[src/rtl/slc_pkg.sv]
package slc_pkg;
    localparam int PAGE_SHIFT = 12;
    localparam logic [PAGE_SHIFT-1:0] OFS_CTRL = 12'h000;
    localparam logic [PAGE_SHIFT-1:0] OFS_STAT = 12'h004;

    typedef enum logic [1:0] {OP_NONE = 2'd0, OP_ACT = 2'd1, OP_DEACT = 2'd2, OP_RSVD = 2'd3} op_e;
    typedef enum logic [1:0] {S_OFF, S_ON, S_TO_ON, S_TO_OFF} slc_state_e;

    typedef struct packed {
        logic trig;
        op_e  op;
    } cmd_t;

    function automatic cmd_t unpack_ctrl(input logic [2:0] w);
        cmd_t c;
        c.trig = w[0];
        c.op   = op_e'(w[2:1]);
        return c;
    endfunction

    // status = {inactive, active}; a slice in transition still shows its old state
    function automatic logic [1:0] state_status(input slc_state_e s);
        case (s)
            S_ON, S_TO_OFF: return 2'b01;
            default:        return 2'b10;
        endcase
    endfunction
endpackage

[src/rtl/slc_addr_dec.sv]
module slc_addr_dec
    import slc_pkg::*;
#(
    parameter int NUM_SLICES = 32,
    parameter int SLICE_W    = 5,
    parameter int ADDR_W     = 17
) (
    input  logic [ADDR_W-1:0]  addr,
    output logic [SLICE_W-1:0] idx,
    output logic               is_ctrl,
    output logic               is_stat
);
    logic [PAGE_SHIFT-1:0] ofs;
    logic                  in_rng;

    assign ofs     = addr[PAGE_SHIFT-1:0];
    assign idx     = addr[ADDR_W-1:PAGE_SHIFT];
    assign in_rng  = int'(idx) < NUM_SLICES;
    assign is_ctrl = in_rng && (ofs == OFS_CTRL);
    assign is_stat = in_rng && (ofs == OFS_STAT);
endmodule

[src/rtl/slc_slice_fsm.sv]
module slc_slice_fsm
    import slc_pkg::*;
#(
    parameter int XFER_CYCLES = 4
) (
    input  logic       clk,
    input  logic       rst,
    input  logic       cmd_wr,
    input  cmd_t       cmd,
    output logic [1:0] status_o
);
    localparam int CNT_W = $clog2(XFER_CYCLES + 1);
    localparam logic [CNT_W-1:0] CNT_LOAD = CNT_W'(XFER_CYCLES - 1);

    slc_state_e       state;
    logic [CNT_W-1:0] cnt;
    logic             trig_q;
    logic             start;
    logic             busy;

    assign start    = cmd_wr && cmd.trig && !trig_q;
    assign busy     = (state == S_TO_ON) || (state == S_TO_OFF);
    assign status_o = state_status(state);

    always_ff @(posedge clk) begin
        if (rst) begin
            state  <= S_OFF;
            cnt    <= '0;
            trig_q <= 1'b0;
        end else begin
            if (cmd_wr) trig_q <= cmd.trig;
            case (state)
                S_OFF: if (start && cmd.op == OP_ACT) begin
                    state <= S_TO_ON;
                    cnt   <= CNT_LOAD;
                end
                S_ON: if (start && cmd.op == OP_DEACT) begin
                    state <= S_TO_OFF;
                    cnt   <= CNT_LOAD;
                end
                S_TO_ON: if (cnt == '0) state <= S_ON; else cnt <= cnt - 1'b1;
                default: if (cnt == '0) state <= S_OFF; else cnt <= cnt - 1'b1;
            endcase
        end
    end

    p_reset_idle_r1: assert property (@(posedge clk) rst |=> status_o == 2'b10);
    p_held_trig_r2: assert property (@(posedge clk) disable iff (rst)
        (cmd_wr && cmd.trig && trig_q && !busy) |=> $stable(state));
    p_act_start_r3: assert property (@(posedge clk) disable iff (rst)
        (state == S_OFF && start && cmd.op == OP_ACT) |=> (state == S_TO_ON && status_o == 2'b10));
    p_deact_start_r4: assert property (@(posedge clk) disable iff (rst)
        (state == S_ON && start && cmd.op == OP_DEACT) |=> (state == S_TO_OFF && status_o == 2'b01));
    p_bad_op_r5: assert property (@(posedge clk) disable iff (rst)
        (!busy && cmd_wr && (cmd.op == OP_NONE || cmd.op == OP_RSVD)) |=> $stable(state));
    p_no_abort_r6: assert property (@(posedge clk) disable iff (rst)
        (busy && cnt != '0) |=> ($stable(state) && $stable(status_o)));
endmodule

[src/rtl/slc_bank.sv]
module slc_bank
    import slc_pkg::*;
#(
    parameter int NUM_SLICES  = 32,
    parameter int XFER_CYCLES = 4
) (
    input  logic                       clk,
    input  logic                       rst,
    input  logic [NUM_SLICES-1:0]      wr_sel,
    input  cmd_t                       cmd,
    output logic [NUM_SLICES-1:0][1:0] status_o
);
    for (genvar n = 0; n < NUM_SLICES; n++) begin : g_slice
        slc_slice_fsm #(.XFER_CYCLES(XFER_CYCLES)) u_fsm (
            .clk      (clk),
            .rst      (rst),
            .cmd_wr   (wr_sel[n]),
            .cmd      (cmd),
            .status_o (status_o[n])
        );
    end

    p_one_target_r9: assert property (@(posedge clk) disable iff (rst) $onehot0(wr_sel));
endmodule

[src/rtl/slc_act_ctrl.sv]
module slc_act_ctrl
    import slc_pkg::*;
#(
    parameter int NUM_BANKS   = 2,
    parameter int NUM_SLICES  = 32,
    parameter int XFER_CYCLES = 4,
    localparam int SLICE_W    = (NUM_SLICES > 1) ? $clog2(NUM_SLICES) : 1,
    localparam int BANK_W     = (NUM_BANKS > 1) ? $clog2(NUM_BANKS) : 1,
    localparam int ADDR_W     = PAGE_SHIFT + SLICE_W
) (
    input  logic              clk,
    input  logic              rst,
    input  logic              wr_en,
    input  logic [ADDR_W-1:0] wr_addr,
    input  logic [31:0]       wr_data,
    input  logic [BANK_W-1:0] rd_bank,
    input  logic [ADDR_W-1:0] rd_addr,
    output logic [31:0]       rd_data
);
    logic [SLICE_W-1:0] w_idx, r_idx;
    logic               w_ctrl, w_stat_unused, r_ctrl_unused, r_stat;
    logic [NUM_SLICES-1:0] wr_sel;
    logic [NUM_BANKS-1:0][NUM_SLICES-1:0][1:0] all_st;
    cmd_t               cmd;
    logic               data_unused;

    assign data_unused = ^wr_data[31:3];
    assign cmd         = unpack_ctrl(wr_data[2:0]);

    slc_addr_dec #(.NUM_SLICES(NUM_SLICES), .SLICE_W(SLICE_W), .ADDR_W(ADDR_W)) u_wdec (
        .addr(wr_addr), .idx(w_idx), .is_ctrl(w_ctrl), .is_stat(w_stat_unused));
    slc_addr_dec #(.NUM_SLICES(NUM_SLICES), .SLICE_W(SLICE_W), .ADDR_W(ADDR_W)) u_rdec (
        .addr(rd_addr), .idx(r_idx), .is_ctrl(r_ctrl_unused), .is_stat(r_stat));

    for (genvar n = 0; n < NUM_SLICES; n++) begin : g_sel
        assign wr_sel[n] = wr_en && w_ctrl && (w_idx == SLICE_W'(n));
    end

    for (genvar b = 0; b < NUM_BANKS; b++) begin : g_bank
        slc_bank #(.NUM_SLICES(NUM_SLICES), .XFER_CYCLES(XFER_CYCLES)) u_bank (
            .clk      (clk),
            .rst      (rst),
            .wr_sel   (wr_sel),
            .cmd      (cmd),
            .status_o (all_st[b])
        );
    end

    always_comb begin
        rd_data = '0;
        if (r_stat && int'(rd_bank) < NUM_BANKS)
            rd_data[1:0] = all_st[rd_bank][r_idx];
    end

    for (genvar b = 1; b < NUM_BANKS; b++) begin : g_agree
        p_bank_agree_r8: assert property (@(posedge clk) disable iff (rst) all_st[b] == all_st[0]);
    end
    p_rd_zero_r7: assert property (@(posedge clk) disable iff (rst) !r_stat |-> rd_data == '0);
endmodule

[config.mk]
export PLATFORM = sky130hd
export DESIGN_NAME = slc_act_ctrl
export DESIGN_NICKNAME = d
export VERILOG_FILES = /design/src/rtl/slc_pkg.sv /design/src/rtl/slc_addr_dec.sv /design/src/rtl/slc_slice_fsm.sv /design/src/rtl/slc_bank.sv /design/src/rtl/slc_act_ctrl.sv
export SDC_FILE = /design/constraint.sdc
export NUM_CORES = 1
export LEC_CHECK = 0
export BUFFER_PORTS_ARGS = -buffer_cell sky130_fd_sc_hd__buf_2
export CAP_MARGIN = 10
export CORE_MARGIN = 2
export CORE_UTILIZATION = 56
export DETAILED_ROUTE_END_ITERATION = 7
export GPL_TIMING_DRIVEN = 0
export PLACE_DENSITY = 0.73
export SLEW_MARGIN = 10
export SYNTH_ARGS = -nofsm -noshare
export SYNTH_HDL_FRONTEND = slang
export SYNTH_HIERARCHICAL = 1
export SYNTH_SLANG_ARGS = --single-unit
[constraint.sdc]
create_clock -name clk -period 3.2 [get_ports clk]
set_clock_uncertainty 0.1 [all_clocks]
set_input_delay 0 -clock clk [delete_from_list [all_inputs] [get_ports clk]]
set_output_delay 0 -clock clk [all_outputs]
set_load 0.005 [all_outputs]
==> results.md <==
* Core area at roughly 0.052 sq mm
* Critical path launch point type: flop
* Leakage power at about 13 nW
* Min Hold Slack at roughly 0.038 ns
* Number of design-rule violations left by the first detailed-router iteration at roughly 1200
* Transition at the pin with the smallest max-transition slack at between 1 and 1.5 ns
* Area of the mapped netlist at around 0.03 sq mm
* Half-perimeter wire length after placement at around 45 mm
* Syn Inst Count at 3327
* Longest Clk Path Bufs at 3
* Drt total wl at ~65 mm
* Top achievable clock speed at between 300 and 400 MHz
* Via Count at roughly 24000
* Most used routing layer in global routing: met2
* Filler Cell Count at approximately 4300
* Global routing met2 resource utilization at roughly two fifths
* First element of the critical path: g_bank[0].u_bank/g_slice[20].u_fsm/state[1]
* Vias in the first global route at 23447
* Number of nets in the layout at 3961
* TritonCTS Sinks at 384
* Data required time at the worst endpoint at just over 3 ns
* Setup repair after global routing missed its margin: no
* Overall power consumption at approximately 11 mW
* Routed WL per cell at 15.5 um
* Combinational Power Share at about 5.4%
* Fraction of layout instances using a drive strength above 1 at roughly 15%
* Total Routing Usage GR at 23.5%
* Clock root buffer master: sky130_fd_sc_hd__clkbuf_16
* Clock share of power at roughly 49%
* Global routing usage on met1 at around 29%
* Clock-pin slew on the worst setup and hold paths at 0.06 ns
* Drt via density at approximately 5.8
* Last weighted congestion value of the routability-driven placer at roughly 0.85
* Number of standard cells in the layout, taps in and fillers out at 4166
* Number of port buffers at 31
* Final setup TNS at 0 ns
* Sequential cell area at between 0.007 and 0.008 sq mm
* Die footprint at approximately 0.055 sq mm
* Sw power at 2.45 mW
* Final global-route overflow total at 0
* Source of the worst register-to-register timing path: g_bank[1].u_bank/g_slice[6].u_fsm/state[1]
* Pins Over Slew Limit at 0
* Switching portion of total power at a little under a quarter
* Maximum net fanout on the critical path at 7
* Final setup violating endpoints at 0
* Placement Rows at 84
* Hold Crit Start: wr_addr[16]
* Final worst path period share at between 90 and 100%
* Critical path type: reg -> out
* Width of the die at about 230 um
* Worst endpoint data arrival time at ~3 ns
* Status: finished clean
* Antenna violations before repair at 1
* Final Hold Vio Count at 0
* I/O Pins at 102
* Nature of the critical path endpoint: primary output
* Multi-input combinational cell area at about 0.02 sq mm
* Part of the total power dissipated in sequential elements at a little under half
* First-pass GRT wire length at between 100 and 150 mm
* Number of CTS-inserted buffers at 47
* Int Pwr at around 8 mW
* Met3 global-route usage at 3.49%
* Chip Height at around 230 um
* Class of the tightest hold or removal check: in -> reg
* Minimum clock period at slightly above 3 ns
* Post-DRT Antenna Nets at 0
* Total number of H-tree levels at 2
* Starting utilization of the core area at 56.5%
* DRC at 0
* Relative slew margins at 21.5%
* Largest net degree at the start of global routing at 79
* First-pass DRT Iterations at 5
* Clock Latency Late Sink at around 0.58 ns
* Largest voltage drop on the vdd net at approximately 0.32 mV
* Inst Count DP at between 4000 and 5000
* Syn-to-layout area delta at 9.78%
* Pwr Density at around 330 mW/mm^2
* Average instance area after synthesis at between 8 and 9 sq um
* Max-cap check violation count at 0
* Clock tree from TritonCTS: done
* Total number of yosys warnings at 6
-- repair_timing --
action                                  in CTS  in global routing
endpoints found under the setup margin       1                  2
resized for setup                           11                 34
hold buffers                                 3                  0
pin swaps                                    1                  2
setup buffers                                0                  0
endpoints found under the hold margin       53                  0
-- sequential cells by signal, indices dropped and copies added, names as in the netlist --
register / flops
g_bank.u_bank/g_slice.u_fsm/trig_q: 64
g_bank.u_bank/g_slice.u_fsm/cnt: 192
g_bank.u_bank/g_slice.u_fsm/state: 128
-- power groups by stage --
stage	logic, mW	clock network, mW	registers, mW
finish	0.567	5.23	4.78
global route	0.614	5.57	4.78
CTS	0.561	5.37	4.78
detailed placement	0.555	0	4.89
global placement	0.530	0	4.89
floorplan	0.334	0	4.89
-- critical path, stage by stage (launching register included) --
cell and delay, ns:
sky130_fd_sc_hd__dfxtp_1 0.39, sky130_fd_sc_hd__inv_1 0.11, sky130_fd_sc_hd__ha_2 0.23, sky130_fd_sc_hd__or2_2 0.31
sky130_fd_sc_hd__mux4_1 0.54, sky130_fd_sc_hd__a22oi_2 0.15, sky130_fd_sc_hd__nand4_1 0.21, sky130_fd_sc_hd__a32o_2 0.34
sky130_fd_sc_hd__buf_2 0.14
-- cell usage in the layout (no fill, tap or decap), drive strengths merged, types with 2 or more instances in the layout --
master / n
nand2: 142
nor3b: 64
clkbuf: 142
a22oi: 4
inv: 323
nand2b: 258
buf: 87
nand3b: 3
mux4: 32
or4: 68
dlygate4sd3: 3
o211ai: 65
o22ai: 65
nor2: 353
or2: 65
nand3: 6
dfxtp: 384
and3: 2
nand4: 4
o21a: 63
mux2: 63
diode: 2
a32o: 3
a211oi: 62
mux2i: 198
a21oi: 70
o21ai: 66
conb: 30
nor2b: 69
ha: 448
o221a: 62
nor3: 129
nor4: 3
clkinv: 3
a221oi: 128
-- routing by layer --
layer | share of wire (%) | vias up
met3 | 4.8 | 106
met5 | 0.017 | -
met4 | 2.2 | 2
li1 | - | 11960
met2 | 48 | 494
met1 | 45 | 11422
-- final cells by class --
cell class	instances	area share, %
flip-flops and latches	384	23.6
multi-input cells	2532	62.2
clock buffers	77	4.43
plain buffers	117	2.25
inverters	323	3.73
clock inverters	5	0.161
diodes	2	0.0154
well taps	688	2.64
repair buffers	38	0.961
-- through the flow --
step                instance area [sq um]  utilization, %  setup slack, ns
floorplan                           29800               -            0.825
global placement                    30800            58.7           -0.215
finish                              32500            62.1           0.0914
global route                        32500            62.0          0.00111
CTS                                 32500            61.9          0.00314
detailed placement                  30900            58.9          -0.0122
-- final timing paths --
| path | slack (ns) | cells past startpoint | to |
|---|---|---|---|
| max | 0.09 | 8 | rd_data[0] |
| min | 0.04 | 6 | g_bank[1].u_bank/g_slice[5].u_fsm/trig_q |
| max reg2reg | 1.20 | 5 | g_bank[1].u_bank/g_slice[6].u_fsm/state[1] |
| min reg2reg | 0.38 | 2 | g_bank[1].u_bank/g_slice[5].u_fsm/trig_q |
Power figures use the tool's default switching activity.
